[src/rtl/lvl_irq_pkg.sv]
package lvl_irq_pkg;

    typedef enum logic [1:0] {
        DS_IDLE  = 2'd0,
        DS_WAIT  = 2'd1,
        DS_ISSUE = 2'd2
    } disp_st_e;

    typedef struct packed {
        logic nmi;
        logic high;
        logic med;
        logic low;
    } nest_t;

    // rank: 0 none, 1 low, 2 medium, 3 high
    function automatic logic [1:0] code_rank(input logic [1:0] code);
        return (code == 2'd3) ? 2'd3 : code + 2'd1;
    endfunction

    function automatic logic [1:0] nest_rank(input nest_t n);
        if (n.high) return 2'd3;
        if (n.med)  return 2'd2;
        if (n.low)  return 2'd1;
        return 2'd0;
    endfunction

    function automatic nest_t nest_pop(input nest_t n);
        nest_t r;
        r = n;
        if (r.nmi)       r.nmi  = 1'b0;
        else if (r.high) r.high = 1'b0;
        else if (r.med)  r.med  = 1'b0;
        else             r.low  = 1'b0;
        return r;
    endfunction

    function automatic nest_t nest_push(input nest_t n, input logic is_nmi,
                                        input logic [1:0] rank);
        nest_t r;
        r = n;
        if (is_nmi) r.nmi = 1'b1;
        else begin
            case (rank)
                2'd3:    r.high = 1'b1;
                2'd2:    r.med  = 1'b1;
                default: r.low  = 1'b1;
            endcase
        end
        return r;
    endfunction

endpackage

[src/rtl/irq_pend_bank.sv]
module irq_pend_bank #(
    parameter int W = 8
) (
    input  logic         clk,
    input  logic         rst,
    input  logic [W-1:0] set_i,
    input  logic [W-1:0] sw_clr_i,
    input  logic [W-1:0] ack_clr_i,
    output logic [W-1:0] flags_o
);
    // a new event in the same cycle outranks any clear
    always_ff @(posedge clk) begin
        if (rst) flags_o <= '0;
        else     flags_o <= (flags_o & ~(sw_clr_i | ack_clr_i)) | set_i;
    end
endmodule

[src/rtl/irq_pick.sv]
module irq_pick
    import lvl_irq_pkg::*;
#(
    parameter int N_REQ = 8,
    parameter int N_NMI = 2,
    parameter int VEC_W = 4,
    parameter int IDX_W = 3
) (
    input  logic [N_REQ-1:0]   m_flag_i,
    input  logic [N_REQ-1:0]   m_en_i,
    input  logic [2*N_REQ-1:0] m_lvl_i,
    input  logic [N_NMI-1:0]   n_flag_i,
    input  logic [N_NMI-1:0]   n_en_i,
    input  logic               gie_i,
    input  nest_t              nest_i,
    output logic               hit_o,
    output logic               win_nmi_o,
    output logic [IDX_W-1:0]   win_idx_o,
    output logic [1:0]         win_rank_o,
    output logic [VEC_W-1:0]   win_vec_o
);
    logic [1:0]       cur;
    logic             m_hit, n_hit, m_ok, n_ok;
    logic [IDX_W-1:0] m_idx, n_idx;
    logic [1:0]       m_rank;

    always_comb begin
        cur    = nest_rank(nest_i);
        m_hit  = 1'b0;
        m_idx  = '0;
        m_rank = 2'd0;
        // levels from the top, lowest index first inside a level
        for (int r = 3; r >= 1; r--) begin
            for (int i = 0; i < N_REQ; i++) begin
                if (!m_hit && m_flag_i[i] && m_en_i[i] &&
                    code_rank(m_lvl_i[2*i +: 2]) == 2'(r) && 2'(r) > cur) begin
                    m_hit  = 1'b1;
                    m_idx  = IDX_W'(i);
                    m_rank = 2'(r);
                end
            end
        end
        n_hit = 1'b0;
        n_idx = '0;
        for (int i = 0; i < N_NMI; i++) begin
            if (!n_hit && n_flag_i[i] && n_en_i[i]) begin
                n_hit = 1'b1;
                n_idx = IDX_W'(i);
            end
        end
        m_ok       = m_hit && gie_i && !nest_i.nmi;
        n_ok       = n_hit && !nest_i.nmi;
        hit_o      = n_ok || m_ok;
        win_nmi_o  = n_ok;
        win_idx_o  = n_ok ? n_idx : m_idx;
        win_rank_o = n_ok ? 2'd0 : m_rank;
        win_vec_o  = n_ok ? (VEC_W'(n_idx) + VEC_W'(1))
                          : (VEC_W'(m_idx) + VEC_W'(N_NMI + 1));
    end
endmodule

[src/rtl/irq_nest.sv]
module irq_nest
    import lvl_irq_pkg::*;
(
    input  logic       clk,
    input  logic       rst,
    input  logic       push_i,
    input  logic       push_nmi_i,
    input  logic [1:0] push_rank_i,
    input  logic       pop_i,
    output nest_t      nest_o
);
    nest_t nxt;

    always_comb begin
        nxt = nest_o;
        if (pop_i)  nxt = nest_pop(nxt);
        if (push_i) nxt = nest_push(nxt, push_nmi_i, push_rank_i);
    end

    always_ff @(posedge clk) begin
        if (rst) nest_o <= '0;
        else     nest_o <= nxt;
    end
endmodule

[src/rtl/lvl_irq_ctrl.sv]
module lvl_irq_ctrl
    import lvl_irq_pkg::*;
#(
    parameter int N_REQ    = 8,
    parameter int N_NMI    = 2,
    parameter int RESP_CYC = 3,
    parameter int LOCK_CYC = 4,
    localparam int VEC_W   = $clog2(N_NMI + N_REQ + 1)
) (
    input  logic               clk,
    input  logic               rst,
    input  logic               gie,
    input  logic [N_REQ-1:0]   req_pulse,
    input  logic [N_REQ-1:0]   req_en,
    input  logic [2*N_REQ-1:0] req_lvl,
    input  logic [N_REQ-1:0]   req_clr,
    input  logic [N_NMI-1:0]   nmi_pulse,
    input  logic [N_NMI-1:0]   nmi_en,
    input  logic [N_NMI-1:0]   nmi_clr,
    input  logic               sig_ok,
    input  logic               reti,
    input  logic               irq_ack,
    output logic               irq_valid,
    output logic [VEC_W-1:0]   irq_vec,
    output logic [N_REQ-1:0]   pend_flags,
    output logic [N_NMI-1:0]   nmi_pend,
    output logic [2:0]         lvl_active,
    output logic               nmi_active
);
    localparam int MAXN  = (N_REQ > N_NMI) ? N_REQ : N_NMI;
    localparam int IDX_W = (MAXN > 1) ? $clog2(MAXN) : 1;
    localparam int RC_W  = $clog2(RESP_CYC + 1);
    localparam int LK_W  = $clog2(LOCK_CYC + 1);

    typedef struct packed {
        logic             is_nmi;
        logic [IDX_W-1:0] idx;
        logic [1:0]       rank;
        logic [VEC_W-1:0] vec;
    } win_t;

    disp_st_e         st_q;
    logic [RC_W-1:0]  cnt_q;
    logic [LK_W-1:0]  lock_q;
    win_t             win_q;
    nest_t            nest;

    logic             p_hit, p_nmi;
    logic [IDX_W-1:0] p_idx;
    logic [1:0]       p_rank;
    logic [VEC_W-1:0] p_vec;
    logic             blocked, start, take;
    logic [N_REQ-1:0] m_ack_clr;
    logic [N_NMI-1:0] n_ack_clr;

    irq_pend_bank #(.W(N_REQ)) u_mbank (
        .clk(clk), .rst(rst), .set_i(req_pulse), .sw_clr_i(req_clr),
        .ack_clr_i(m_ack_clr), .flags_o(pend_flags)
    );

    irq_pend_bank #(.W(N_NMI)) u_nbank (
        .clk(clk), .rst(rst), .set_i(nmi_pulse), .sw_clr_i(nmi_clr),
        .ack_clr_i(n_ack_clr), .flags_o(nmi_pend)
    );

    irq_pick #(.N_REQ(N_REQ), .N_NMI(N_NMI), .VEC_W(VEC_W), .IDX_W(IDX_W)) u_pick (
        .m_flag_i(pend_flags), .m_en_i(req_en), .m_lvl_i(req_lvl),
        .n_flag_i(nmi_pend), .n_en_i(nmi_en), .gie_i(gie), .nest_i(nest),
        .hit_o(p_hit), .win_nmi_o(p_nmi), .win_idx_o(p_idx),
        .win_rank_o(p_rank), .win_vec_o(p_vec)
    );

    irq_nest u_nest (
        .clk(clk), .rst(rst), .push_i(take), .push_nmi_i(win_q.is_nmi),
        .push_rank_i(win_q.rank), .pop_i(reti), .nest_o(nest)
    );

    assign blocked = sig_ok || (lock_q != '0);
    assign start   = (st_q == DS_IDLE) && p_hit && !blocked;
    assign take    = (st_q == DS_ISSUE) && irq_ack;

    assign m_ack_clr = (take && !win_q.is_nmi) ? (N_REQ'(1) << win_q.idx) : '0;
    assign n_ack_clr = (take &&  win_q.is_nmi) ? (N_NMI'(1) << win_q.idx) : '0;

    always_ff @(posedge clk) begin
        if (rst) begin
            st_q   <= DS_IDLE;
            cnt_q  <= '0;
            lock_q <= '0;
            win_q  <= '0;
        end else begin
            if (sig_ok)              lock_q <= LK_W'(LOCK_CYC - 1);
            else if (lock_q != '0)   lock_q <= lock_q - 1'b1;

            case (st_q)
                DS_IDLE: begin
                    if (start) begin
                        win_q <= '{is_nmi: p_nmi, idx: p_idx, rank: p_rank, vec: p_vec};
                        cnt_q <= RC_W'(RESP_CYC - 1);
                        st_q  <= (RESP_CYC > 1) ? DS_WAIT : DS_ISSUE;
                    end
                end
                DS_WAIT: begin
                    if (cnt_q <= RC_W'(1)) st_q  <= DS_ISSUE;
                    else                   cnt_q <= cnt_q - 1'b1;
                end
                DS_ISSUE: begin
                    if (irq_ack) st_q <= DS_IDLE;
                end
                default: st_q <= DS_IDLE;
            endcase
        end
    end

    assign irq_valid  = (st_q == DS_ISSUE);
    assign irq_vec    = win_q.vec;
    assign lvl_active = {nest.high, nest.med, nest.low};
    assign nmi_active = nest.nmi;
endmodule

[config.mk]
export PLATFORM = sky130hd
export DESIGN_NAME = lvl_irq_ctrl
export DESIGN_NICKNAME = d
export VERILOG_FILES = /design/src/rtl/lvl_irq_pkg.sv /design/src/rtl/irq_pend_bank.sv /design/src/rtl/irq_pick.sv /design/src/rtl/irq_nest.sv /design/src/rtl/lvl_irq_ctrl.sv
export SDC_FILE = /design/constraint.sdc
export NUM_CORES = 1
export LEC_CHECK = 0
export BUFFER_PORTS_ARGS = -buffer_cell sky130_fd_sc_hd__buf_2
export CORE_UTILIZATION = 45
export DETAILED_ROUTE_END_ITERATION = 6
export GPL_ROUTABILITY_DRIVEN = 0
export PLACE_DENSITY = 0.72
export SLEW_MARGIN = 10
export SYNTH_ARGS = -nofsm -noshare
export SYNTH_HDL_FRONTEND = slang
export SYNTH_HIERARCHICAL = 1
export SYNTH_SLANG_ARGS = --single-unit
[constraint.sdc]
create_clock -name clk -period 3.04 [get_ports clk]
set_input_delay 0 -clock clk [delete_from_list [all_inputs] [get_ports clk]]
set_output_delay 0 -clock clk [all_outputs]
set_load 0.05 [all_outputs]
==> impl_metrics.json <==
{
  "diodes": 0,
  "synth_cell_types": 59,
  "clk_path_buf_depth": 2,
  "die_h_um": 72.2,
  "hold_violations": 0,
  "wl_met2_um": 3100,
  "yosys.area_share.adder_pct": 2.26,
  "worst_pin_slew_ns": 0.821,
  "place_area_sq_um": 2610,
  "routed_wirelength_um": 6290,
  "outcome": "finished clean",
  "rows": 25,
  "grt_pass1_vias": 2217,
  "slew_violations": 0,
  "synthMuxAreaShare_pct": 0.960,
  "synth_flop_cell": "dfxtp_1",
  "port_buffers": 70,
  "clock_latency_ns": 0.28,
  "dr_total_vias": 2456,
  "clock_skew_ns": 0.00345,
  "crit_required_ns": 3.25,
  "synth_xor_area_share_pct": 0.395,
  "synth_top_family_by_area": "simple AND/OR/NAND/NOR gates",
  "post-dp-hpwl_um": 4500,
  "num-nets-final": 423,
  "synthCells": 271,
  "viasPerCell": 5.67,
  "path_max_fanout": 9,
  "syn_area_per_cell_sq_um": 8.18,
  "cts_sinks": 31,
  "crit_arrival_ns": 3.14,
  "synth-compound-area-share_pct": 22.8,
  "syn-num-nets": 327,
  "async_flop_share_pct": 0,
  "initial_core_util_pct": 46.9,
  "met1_length_um": 2690,
  "fp.dieW_um": 72.2,
  "track_usage_pct": 24.3,
  "final_layout_size_suffix_gt1_share_pct": 29.5,
  "powerDensity_nw_per_um2": 367,
  "post-route-drc-count": 0,
  "drt-initial-drc-count": 140,
  "cts_inserted_buffers": 5,
  "wl_met3_um": 350,
  "ant_nets": 0,
  "synthSimpleGateAreaFrac_pct": 39.2,
  "max_freq_mhz": 341,
  "cts_tree": "built",
  "cts.clk_slew.worst_paths_ns": 0.06,
  "antenna_found_initial": 0,
  "grt_max_degree": 32,
  "ys_seq_area_share_pct": 28.0,
  "vdd_ir_drop_max_uv": 306,
  "ios": 71,
  "cts_htree_levels": 2,
  "synth-edff-count": 0,
  "p_leak_nw": 1.33,
  "grt_pass1_wl_um": 9950,
  "coreArea_sq_um": 4720,
  "syn_area_sq_um": 2220,
  "finalInstanceArea_sq_um": 2970,
  "root_buffer": "clkbuf_8",
  "ys_seq_elements": 31,
  "routed.top_layer": "met4",
  "firstDrtPassIters": 5,
  "dieArea_sq_um": 5210,
  "grt.overflow.total": 0,
  "min_period_ns": 2.93,
  "ys_warn_count": 6,
  "finalSetupViolCount": 0,
  "finalCritPeriodShare_pct": 96.4,
  "fin_total_pwr_mw": 1.09,
  "area_growth_pct": 34.0,
  "cp-end-kind": "flip-flop",
  "fin_util_pct": 62.9,
  "wl_per_cell_um": 14.5,
  "cap_violations": 0,
  "relSlewSlack_pct": 44.6,
  "crit_type": "flip-flop to flip-flop",
  "worstSetupStartpointType": "flip-flop",
  "hp-class": "input port to flip-flop"
}
power breakdown:
| group | switching (mW) | total (mW) | internal, mW |
|---|---|---|---|
| Clock | 0.146 | 0.298 | 0.152 |
| Combinational | 0.190 | 0.342 | 0.152 |
| Sequential | 0.0214 | 0.449 | 0.427 |
layer usage:
metal / vias to the layer above / GRT usage [%]
met5: - / 0
met1: 1143 / 29.6
met2: 90 / 42.4
met4: 0 / 9.15
met3: 14 / 4.72
li1: 1209 / -
final timing paths:
| kind | start | to | slack [ns] | depth (start not counted) |
|---|---|---|---|---|
| max reg2reg | u_nest/nest_o[2]$_SDFF_PP0_ | irq_vec[2]$_SDFFE_PP0P_ | 0.11 | 12 |
| min reg2reg | irq_vec[3]$_SDFFE_PP0P_ | irq_vec[3]$_SDFFE_PP0P_ | 0.48 | 2 |
| min | reti | u_nest/nest_o[3]$_SDFF_PP0_ | 0.07 | 4 |
| max | u_nest/nest_o[2]$_SDFF_PP0_ | irq_vec[2]$_SDFFE_PP0P_ | 0.11 | 12 |
registers in the layout, indices dropped and copies added, names as in the netlist:
name	flops
u_nbank/flags_o	2
win_q	6
lock_q	3
st_q	2
u_nest/nest_o	4
irq_vec	4
u_mbank/flags_o	8
cnt_q	2
cell usage after synthesis (2+ instances only):
master      n  area, sq um
nand4_1     2         12.5
a22oi_1     2         15.0
a32o_1      2         20.0
o21a_1      3         22.5
nor2_1     15         56.3
nand4bb_1   2         22.5
nor4bb_1    6         60.1
inv_1      18         67.6
clkbuf_1    5         18.8
and3b_1     6         52.6
nand2b_1    6         37.5
nor3_1      5         25.0
nor2b_1     6         37.5
a21boi_0    2         15.0
nand2_1     9         33.8
nand4b_2    2         30.0
buf_4       4         30.0
o21ai_0    11         55.1
nor2_2      2         12.5
ha_1        4         50.1
a21oi_1    34          170
nor3b_1     2         15.0
nand4b_1   10         87.6
a31oi_1     2         12.5
o21ai_1    11         55.1
or3b_1     12          105
o211ai_1    3         22.5
and4b_1     4         40.0
nand3b_1    2         15.0
o21ba_2     2         20.0
nand3_1    15         75.1
o221ai_2    2         30.0
buf_2       2         10.0
dfxtp_1    31          621
nor4b_1     3         26.3
logic make-up after synthesis:
| family | after synthesis |
|---|---|
| AOI/OAI and AO/OA | 82 |
| xor gates and xnor gates | 1 |
| adders and majority gates | 4 |
| buffers and inverters | 31 |
| DFF | 31 |
| muxes | 2 |
| and+or+nand+nor | 120 |
cell usage in the layout, fill, tap and decap left out, types with 3 or more instances in the layout:
cell           instances
ha_1                   4
buf_4                 10
nand2b_1               6
or3b_1                12
nor4b_1                3
o21a_1                 3
o21ai_0               11
nand4b_1              10
dlygate4sd3_1         21
and4b_1                4
inv_1                 18
nor2_1                15
nor2b_1                6
and3b_1                5
a21oi_1               33
nor4bb_1               6
o211ai_1               3
nor3_1                 5
dfxtp_1               28
nand3_1               15
clkbuf_8               5
o21ai_1               11
nand2_1                9
buf_2                 70
what timing repair did:
action / CTS / global route
hold buffers: 21 / 0
setup endpoints to repair: 1 / 1
pin swaps: 0 / 3
endpoints found under the hold margin: 11 / 0
setup buffers: 0 / 6
resized for setup: 1 / 8
critical path, stage by stage (launching register included):
cell	delay, ns
dfxtp_4	0.39
buf_4	0.17
nor3b_1	0.08
a32o_2	0.27
nor4b_4	0.30
or3b_4	0.44
o221ai_4	0.19
inv_2	0.06
ha_1	0.20
or3_1	0.36
a21oi_1	0.16
nand3_1	0.10
a21oi_2	0.15
layout make-up:
class	instances	area [sq um]
well taps	67	83.8
clock buffers	6	72.6
repair buffers	101	636
fillers	412	1750
flip-flops and latches	31	627
inverters	19	71.3
multi-input cells	209	1480
per-stage QoR:
stage                     instances  TNS [ns]  setup slack (ns)  hold slack, ns
after floorplan                 271         0             0.119          0.0617
after global routing            433   -0.0261           -0.0261          0.0905
after global placement          400         0             0.123           0.221
final                           433         0             0.110          0.0673
after detailed placement        400         0            0.0149           0.222
after CTS                       427         0            0.0780          0.0580
Note: power is estimated with default switching activity, not from simulation.
